<file path="config.mk">
export PLATFORM = sky130hd
export DESIGN_NAME = sio_port
export DESIGN_NICKNAME = d
export VERILOG_FILES = /design/src/rtl/sio_pkg.sv /design/src/rtl/sio_baud.sv /design/src/rtl/sio_tx.sv /design/src/rtl/sio_rx.sv /design/src/rtl/sio_port.sv
export SDC_FILE = /design/constraint.sdc
export NUM_CORES = 1
export LEC_CHECK = 0
export BUFFER_PORTS_ARGS = -buffer_cell sky130_fd_sc_hd__buf_2
export CAP_MARGIN = 30
export CORE_UTILIZATION = 40
export DETAILED_ROUTE_END_ITERATION = 10
export GPL_TIMING_DRIVEN = 0
export PLACE_DENSITY = 0.63
export SETUP_SLACK_MARGIN = 0.15
export SYNTH_ARGS = -nofsm -noshare
export SYNTH_HDL_FRONTEND = slang
export SYNTH_SLANG_ARGS = --single-unit
</file>
<file path="constraint.sdc">
create_clock -name clk -period 3.26 [get_ports clk]
set_input_delay 0.978 -clock clk [delete_from_list [all_inputs] [get_ports clk]]
set_output_delay 0.978 -clock clk [all_outputs]
set_load 0.02 [all_outputs]
</file>
<file path="src/rtl/sio_pkg.sv">
package sio_pkg;
  localparam int BYTE_W      = 8;
  localparam int OVS         = 16;
  localparam int CTL_RTS     = 0;
  localparam int CTL_TXIE    = 1;
  localparam int CTL_RXIE    = 2;
  localparam int CTL_SPD_LSB = 3;
  localparam int STS_OVR     = 0;
  localparam int STS_RXF     = 5;
  localparam int STS_TXE     = 6;

  typedef enum logic [1:0] {
    RX_IDLE  = 2'd0,
    RX_START = 2'd1,
    RX_DATA  = 2'd2,
    RX_STOP  = 2'd3
  } rx_state_t;
endpackage

</file>
<file path="src/rtl/sio_baud.sv">
module sio_baud #(
  parameter int BASE_DIV = 2,
  parameter int SPEED_W  = 2
) (
  input  logic               clk,
  input  logic               rst,
  input  logic               restart,
  input  logic [SPEED_W-1:0] speed,
  output logic               tick
);
  localparam int MAXDIV = BASE_DIV << ((1 << SPEED_W) - 1);
  localparam int CW     = $clog2(MAXDIV + 1);

  logic [CW-1:0] cnt;
  logic [CW-1:0] lim;

  always_comb begin
    lim  = CW'(BASE_DIV) << speed;
    tick = (cnt == lim - CW'(1));
  end

  always_ff @(posedge clk) begin
    if (rst || restart) cnt <= '0;
    else if (tick)      cnt <= '0;
    else                cnt <= cnt + CW'(1);
  end

  AST_TICK_WRAP: assert property (@(posedge clk) disable iff (rst)
    (tick && !restart) |=> (cnt == '0));
endmodule

</file>
<file path="src/rtl/sio_tx.sv">
module sio_tx #(
  parameter int BASE_DIV = 2,
  parameter int SPEED_W  = 2
) (
  input  logic                       clk,
  input  logic                       rst,
  input  logic                       start,
  input  logic [sio_pkg::BYTE_W-1:0] data,
  input  logic [SPEED_W-1:0]         speed,
  output logic                       line,
  output logic                       busy
);
  import sio_pkg::*;

  logic         accept;
  logic         tick;
  logic [3:0]   sub;
  logic [3:0]   bidx;
  logic [BYTE_W+1:0] frame;

  assign accept = start && !busy;

  sio_baud #(.BASE_DIV(BASE_DIV), .SPEED_W(SPEED_W)) u_baud (
    .clk(clk), .rst(rst), .restart(accept), .speed(speed), .tick(tick)
  );

  always_ff @(posedge clk) begin
    if (rst) begin
      frame <= '1;
      line  <= 1'b1;
      busy  <= 1'b0;
      sub   <= '0;
      bidx  <= '0;
    end else if (accept) begin
      frame <= {1'b1, data, 1'b0};
      line  <= 1'b0;
      busy  <= 1'b1;
      sub   <= '0;
      bidx  <= '0;
    end else if (busy && tick) begin
      if (sub == 4'(OVS - 1)) begin
        sub <= '0;
        if (bidx == 4'(BYTE_W + 1)) begin
          busy <= 1'b0;
          line <= 1'b1;
        end else begin
          bidx  <= bidx + 4'd1;
          frame <= {1'b1, frame[BYTE_W+1:1]};
          line  <= frame[1];
        end
      end else begin
        sub <= sub + 4'd1;
      end
    end
  end

  AST_TX_IDLE_MARK: assert property (@(posedge clk) disable iff (rst)
    !busy |-> line);
  AST_TX_START_LOW: assert property (@(posedge clk) disable iff (rst)
    (start && !busy) |=> (!line && busy));
  AST_TX_WR_IGNORED: assert property (@(posedge clk) disable iff (rst)
    (start && busy && !tick) |=> $stable(frame));
endmodule

</file>
<file path="src/rtl/sio_rx.sv">
module sio_rx #(
  parameter int BASE_DIV = 2,
  parameter int SPEED_W  = 2
) (
  input  logic                       clk,
  input  logic                       rst,
  input  logic                       line,
  input  logic [SPEED_W-1:0]         speed,
  output logic                       valid,
  output logic [sio_pkg::BYTE_W-1:0] data
);
  import sio_pkg::*;

  logic      s1, s2;
  logic      tick;
  logic      restart;
  rx_state_t state;
  logic [3:0] sub;
  logic [2:0] bidx;

  assign restart = (state == RX_IDLE) && !s2;

  sio_baud #(.BASE_DIV(BASE_DIV), .SPEED_W(SPEED_W)) u_baud (
    .clk(clk), .rst(rst), .restart(restart), .speed(speed), .tick(tick)
  );

  always_ff @(posedge clk) begin
    if (rst) begin
      s1 <= 1'b1;
      s2 <= 1'b1;
    end else begin
      s1 <= line;
      s2 <= s1;
    end
  end

  always_ff @(posedge clk) begin
    if (rst) begin
      state <= RX_IDLE;
      sub   <= '0;
      bidx  <= '0;
      data  <= '0;
      valid <= 1'b0;
    end else begin
      valid <= 1'b0;
      case (state)
        RX_IDLE: begin
          if (!s2) begin
            state <= RX_START;
            sub   <= '0;
          end
        end
        RX_START: begin
          if (tick) begin
            if (sub == 4'(OVS / 2 - 1)) begin
              sub   <= '0;
              bidx  <= '0;
              state <= s2 ? RX_IDLE : RX_DATA;
            end else begin
              sub <= sub + 4'd1;
            end
          end
        end
        RX_DATA: begin
          if (tick) begin
            if (sub == 4'(OVS - 1)) begin
              sub  <= '0;
              data <= {s2, data[BYTE_W-1:1]};
              if (bidx == 3'(BYTE_W - 1)) state <= RX_STOP;
              else                        bidx  <= bidx + 3'd1;
            end else begin
              sub <= sub + 4'd1;
            end
          end
        end
        default: begin
          if (tick) begin
            if (sub == 4'(OVS - 1)) begin
              sub   <= '0;
              state <= RX_IDLE;
              valid <= s2;
            end else begin
              sub <= sub + 4'd1;
            end
          end
        end
      endcase
    end
  end

  AST_RX_VALID_PULSE: assert property (@(posedge clk) disable iff (rst)
    valid |=> !valid);
  AST_RX_IDLE_AFTER: assert property (@(posedge clk) disable iff (rst)
    valid |-> (state == RX_IDLE));
endmodule

</file>
<file path="src/rtl/sio_port.sv">
module sio_port #(
  parameter int BASE_DIV = 2,
  parameter int SPEED_W  = 2
) (
  input  logic       clk,
  input  logic       rst,
  input  logic       bus_en,
  input  logic       bus_we,
  input  logic       bus_reg,
  input  logic [7:0] bus_wdata,
  output logic [7:0] bus_rdata,
  output logic       line_tx,
  input  logic       line_rx,
  output logic       rts,
  output logic       irq_rxfull,
  output logic       irq_txempty
);
  import sio_pkg::*;

  logic               wr_data, wr_ctl, rd_data, rd_stat;
  logic               ctl_txie, ctl_rxie;
  logic [SPEED_W-1:0] ctl_spd;
  logic               tx_busy;
  logic               rx_valid;
  logic [BYTE_W-1:0]  rx_byte;
  logic [BYTE_W-1:0]  rx_buf;
  logic               rx_full;
  logic               rx_ovr;
  logic [7:0]         sts;

  assign wr_data = bus_en &&  bus_we && !bus_reg;
  assign wr_ctl  = bus_en &&  bus_we &&  bus_reg;
  assign rd_data = bus_en && !bus_we && !bus_reg;
  assign rd_stat = bus_en && !bus_we &&  bus_reg;

  sio_tx #(.BASE_DIV(BASE_DIV), .SPEED_W(SPEED_W)) u_tx (
    .clk(clk), .rst(rst), .start(wr_data), .data(bus_wdata),
    .speed(ctl_spd), .line(line_tx), .busy(tx_busy)
  );

  sio_rx #(.BASE_DIV(BASE_DIV), .SPEED_W(SPEED_W)) u_rx (
    .clk(clk), .rst(rst), .line(line_rx), .speed(ctl_spd),
    .valid(rx_valid), .data(rx_byte)
  );

  always_ff @(posedge clk) begin
    if (rst) begin
      rts      <= 1'b0;
      ctl_txie <= 1'b0;
      ctl_rxie <= 1'b0;
      ctl_spd  <= '0;
    end else if (wr_ctl) begin
      rts      <= bus_wdata[CTL_RTS];
      ctl_txie <= bus_wdata[CTL_TXIE];
      ctl_rxie <= bus_wdata[CTL_RXIE];
      ctl_spd  <= bus_wdata[CTL_SPD_LSB +: SPEED_W];
    end
  end

  always_ff @(posedge clk) begin
    if (rst) begin
      rx_buf  <= '0;
      rx_full <= 1'b0;
      rx_ovr  <= 1'b0;
    end else begin
      if (rd_data) rx_full <= 1'b0;
      if (rd_stat) rx_ovr  <= 1'b0;
      if (rx_valid) begin
        if (rx_full) begin
          rx_ovr <= 1'b1;
        end else begin
          rx_buf  <= rx_byte;
          rx_full <= 1'b1;
        end
      end
    end
  end

  always_comb begin
    sts          = '0;
    sts[STS_OVR] = rx_ovr;
    sts[STS_RXF] = rx_full;
    sts[STS_TXE] = !tx_busy;
  end

  always_ff @(posedge clk) begin
    if (rst) begin
      bus_rdata   <= '0;
      irq_rxfull  <= 1'b0;
      irq_txempty <= 1'b0;
    end else begin
      if (rd_stat)      bus_rdata <= sts;
      else if (rd_data) bus_rdata <= rx_buf;
      irq_rxfull  <= ctl_rxie && rx_full;
      irq_txempty <= ctl_txie && !tx_busy;
    end
  end

  AST_RXF_SET: assert property (@(posedge clk) disable iff (rst)
    (rx_valid && !rx_full) |=> (rx_full && rx_buf == $past(rx_byte)));
  AST_OVR_DISCARD: assert property (@(posedge clk) disable iff (rst)
    (rx_valid && rx_full) |=> (rx_ovr && $stable(rx_buf)));
  AST_IRQ_RX_OFF: assert property (@(posedge clk) disable iff (rst)
    !(ctl_rxie && rx_full) |=> !irq_rxfull);
  AST_IRQ_TX_ON: assert property (@(posedge clk) disable iff (rst)
    (ctl_txie && !tx_busy) |=> irq_txempty);
  AST_RDATA_HOLD: assert property (@(posedge clk) disable iff (rst)
    !(bus_en && !bus_we) |=> $stable(bus_rdata));
endmodule

</file>
==> results.json <==
{
  "min_path_type": "reg -> reg",
  "rsz0062_at_grt": "false",
  "routedWlPerCell_um": 13.4,
  "tightest_slew_ps": 797,
  "pwr-share-seq": 0.490,
  "synth-edff-count": 0,
  "root_buffer": "clkbuf_8",
  "crit_path_cell_trace": "buf_2 -> clkbuf_1 -> clkbuf_1 -> clkbuf_1 -> o32ai_1",
  "grt_use_total": 0.176,
  "grt_util_met2": 0.275,
  "final_antenna_net_count": 0,
  "async_flop_share": 0,
  "mostFrequentLayoutCells": "dfxtp_1 (73), nor2_1 (48), nand2_1 (36), buf_2 (26), mux2i_1 (21)",
  "worst_slack_ps": 928,
  "crit_buf_inv": 4,
  "die_w_um": 92.5,
  "finalCritPeriodShare": 0.715,
  "diodes": 0,
  "fin_crit_ps": 2330,
  "drtPass1Iterations": 4,
  "clock-sinks": 73,
  "final_common_cell": "dfxtp_1",
  "status": "finished clean",
  "cp_slowest_cell": "clkbuf_1",
  "dp.cells": 488,
  "slew_violations": 0,
  "p_int_uw": 1420,
  "core.rowCount": 32,
  "setup_viol": 0,
  "switchingPower_uw": 470,
  "vias": 2628,
  "drc": 0,
  "post_cts_resized": 0,
  "met1_usage": 0.231,
  "r2r_slack_ps": 1070,
  "drive_above_1_share": 0.142,
  "yosys_warnings": 0,
  "hold_viol": 0,
  "critPathCaptureType": "flop",
  "synth_top_area_frac": 0.446,
  "boundaryPins": 26,
  "die-area_um2": 8560,
  "pwr-share-clk": 0.431,
  "setup_tns_ps": 0,
  "synthesis.nets": 383,
  "design_area_um2": 3760,
  "top_usage_layer": "met2",
  "syn_area_um2": 3280,
  "crit_type": "in -> reg",
  "r2r-end": "u_tx.frame[1]",
  "relSlewSlack": 0.464,
  "cp-startpoint": "rst",
  "synth_area_leader_cell": "dfxtp_1",
  "cp.arrival_ps": 2540,
  "fp.coreArea_um2": 7810,
  "postLayoutCoreUtil": 0.481,
  "via_per_inst": 5.21,
  "port_buffers": 25,
  "grt_max_degree": 14,
  "post_cts_buffers": 0,
  "ys_types": 60,
  "critPathTopFamily": "buffers and inverters",
  "comb_power_share": 0.078,
  "place.detailed.hpwl_mm": 4.77,
  "p_per_area_nw_per_um2": 502,
  "cp.depth": 5,
  "cts_made_buffers": 9,
  "instances_no_fill": 504,
  "clk_pin_slew_worst_paths_ps": 70,
  "cp_common_cell": "clkbuf_1",
  "chipHeight_um": 92.5,
  "worstSetupStartpointType": "primary input",
  "post-place-ws_ps": 615,
  "start_util": 0.420,
  "max-vdd-ir-drop_uv": 186,
  "clk_latency_ps": 350,
  "cts_max_level": 3,
  "synth_seq_cells": 73,
  "cts_tree": "built",
  "yosysSeqAreaShare": 0.446,
  "antenna_found_initial": 0,
  "grt_pass1_vias": 2553,
  "finClkSkew_ps": 13.1,
  "switching_share": 0.249,
  "cp-endpoint": "u_rx.sub[3]",
  "grt_use_met3": 0.0411,
  "grt_pass1_wl_mm": 11.9,
  "critPathMaxFanout": 10,
  "slowest_delay_ps": 490,
  "area_growth_pct": 14.7,
  "ys.flop_type": "dfxtp_1",
  "placed_cell_area_um2": 3530,
  "yosys-top-cells-area": "dfxtp_1 (45%), mux2i_1 (6.4%), nor2_1 (5.5%)",
  "drt_wl_total_mm": 6.76,
  "p_leak_uw": 0.00143,
  "cts-hold-fix-buffers": 0,
  "gr-total-overflow": 0,
  "cp_data_required_time_ps": 3470,
  "avgSynthCellArea_um2": 9.08,
  "cap_viol_max_count": 0,
  "routabilityCongestion": 0.785,
  "drt_iter0_markers": 54,
  "rr_startpoint": "ctl_spd[1]",
  "fmax_mhz": 429,
  "num-nets-final": 419,
  "reg2regPathDepth": 7,
  "syn_inst": 361,
  "clk_path_buf_depth": 2
}
stage by stage:
step / power [uW] / hold slack (ps)
floorplan: 1050 / 389
CTS: 1900 / 417
finish: 1890 / 415
global route: 1960 / 433
detailed placement: 1090 / 399
global placement: 1090 / 393
worst register-to-register path, stage by stage, from the launching register on:
cell,delay [ps]
dfxtp_1,310
buf_4,170
nor4b_4,280
o31ai_2,160
a2111oi_4,710
buf_6,240
nor4_1,60
a221oi_2,180
layout make-up:
cell class / instances / area [um^2]
Clock buffer: 10 / 138
Fill cell: 758 / 4050
Tap cell: 102 / 128
Sequential cell: 73 / 1460
Inverter: 10 / 37.5
Timing Repair Buffer: 25 / 125
Clock inverter: 6 / 90.1
Buffer: 20 / 87.6
Multi-Input combinational cell: 258 / 1690
sequential cells by signal, indices dropped and copies added (netlist names), 2 cells and up:
| name | cells |
|---|---|
| u_tx.bidx | 4 |
| bus_rdata | 8 |
| rx_buf | 8 |
| u_rx.bidx | 3 |
| u_rx.u_baud.cnt | 5 |
| ctl_spd | 2 |
| u_rx.data | 8 |
| u_tx.sub | 4 |
| u_rx.state | 2 |
| u_tx.frame | 8 |
| u_tx.u_baud.cnt | 5 |
| u_rx.sub | 4 |
logic make-up after synthesis:
family,after synthesis,share of synthesized area
muxes,22,0.0676
and+or+nand+nor,156,0.249
DFF,73,0.446
buffers and inverters,30,0.0382
xor gates and xnor gates,11,0.0294
adders and majority gates,8,0.0305
AOI/OAI and AO/OA,61,0.139
power by group through the flow:
stage	combinational, uW	clock (uW)	sequential (uW)
finish	148	814	926
global route	165	869	929
CTS	148	824	926
detailed placement	147	0	947
global placement	145	0	946
floorplan	101	0	947
cell usage after synthesis, drive strengths merged, types with 6 or more instances:
library cell  number
inv               10
nor2              48
dfxtp             73
ha                 8
a221oi             7
nor2b             10
nor3              12
nand2             36
clkbuf            15
a21oi             19
nand3              7
xnor2              6
mux2i             21
worst min path at each step:
stage | start | end | depth (start not counted) | slack, ps
6_report | u_rx.s1 | u_rx.s2 | 1 | 410
5_1_grt | u_rx.s1 | u_rx.s2 | 1 | 430
3_3_place_gp | u_rx.s1 | u_rx.s2 | 1 | 390
3_5_place_dp | u_rx.s1 | u_rx.s2 | 1 | 400
4_1_cts | u_rx.s1 | u_rx.s2 | 1 | 420
2_1_floorplan | u_rx.s1 | u_rx.s2 | 1 | 390
layer usage:
metal | wire, um | part of all wire
met1 | 3450 | 0.51
met2 | 2960 | 0.44
met3 | 236 | 0.035
met4 | 112 | 0.017
met5 | 0 | 0
Power figures use the tool's default switching activity.
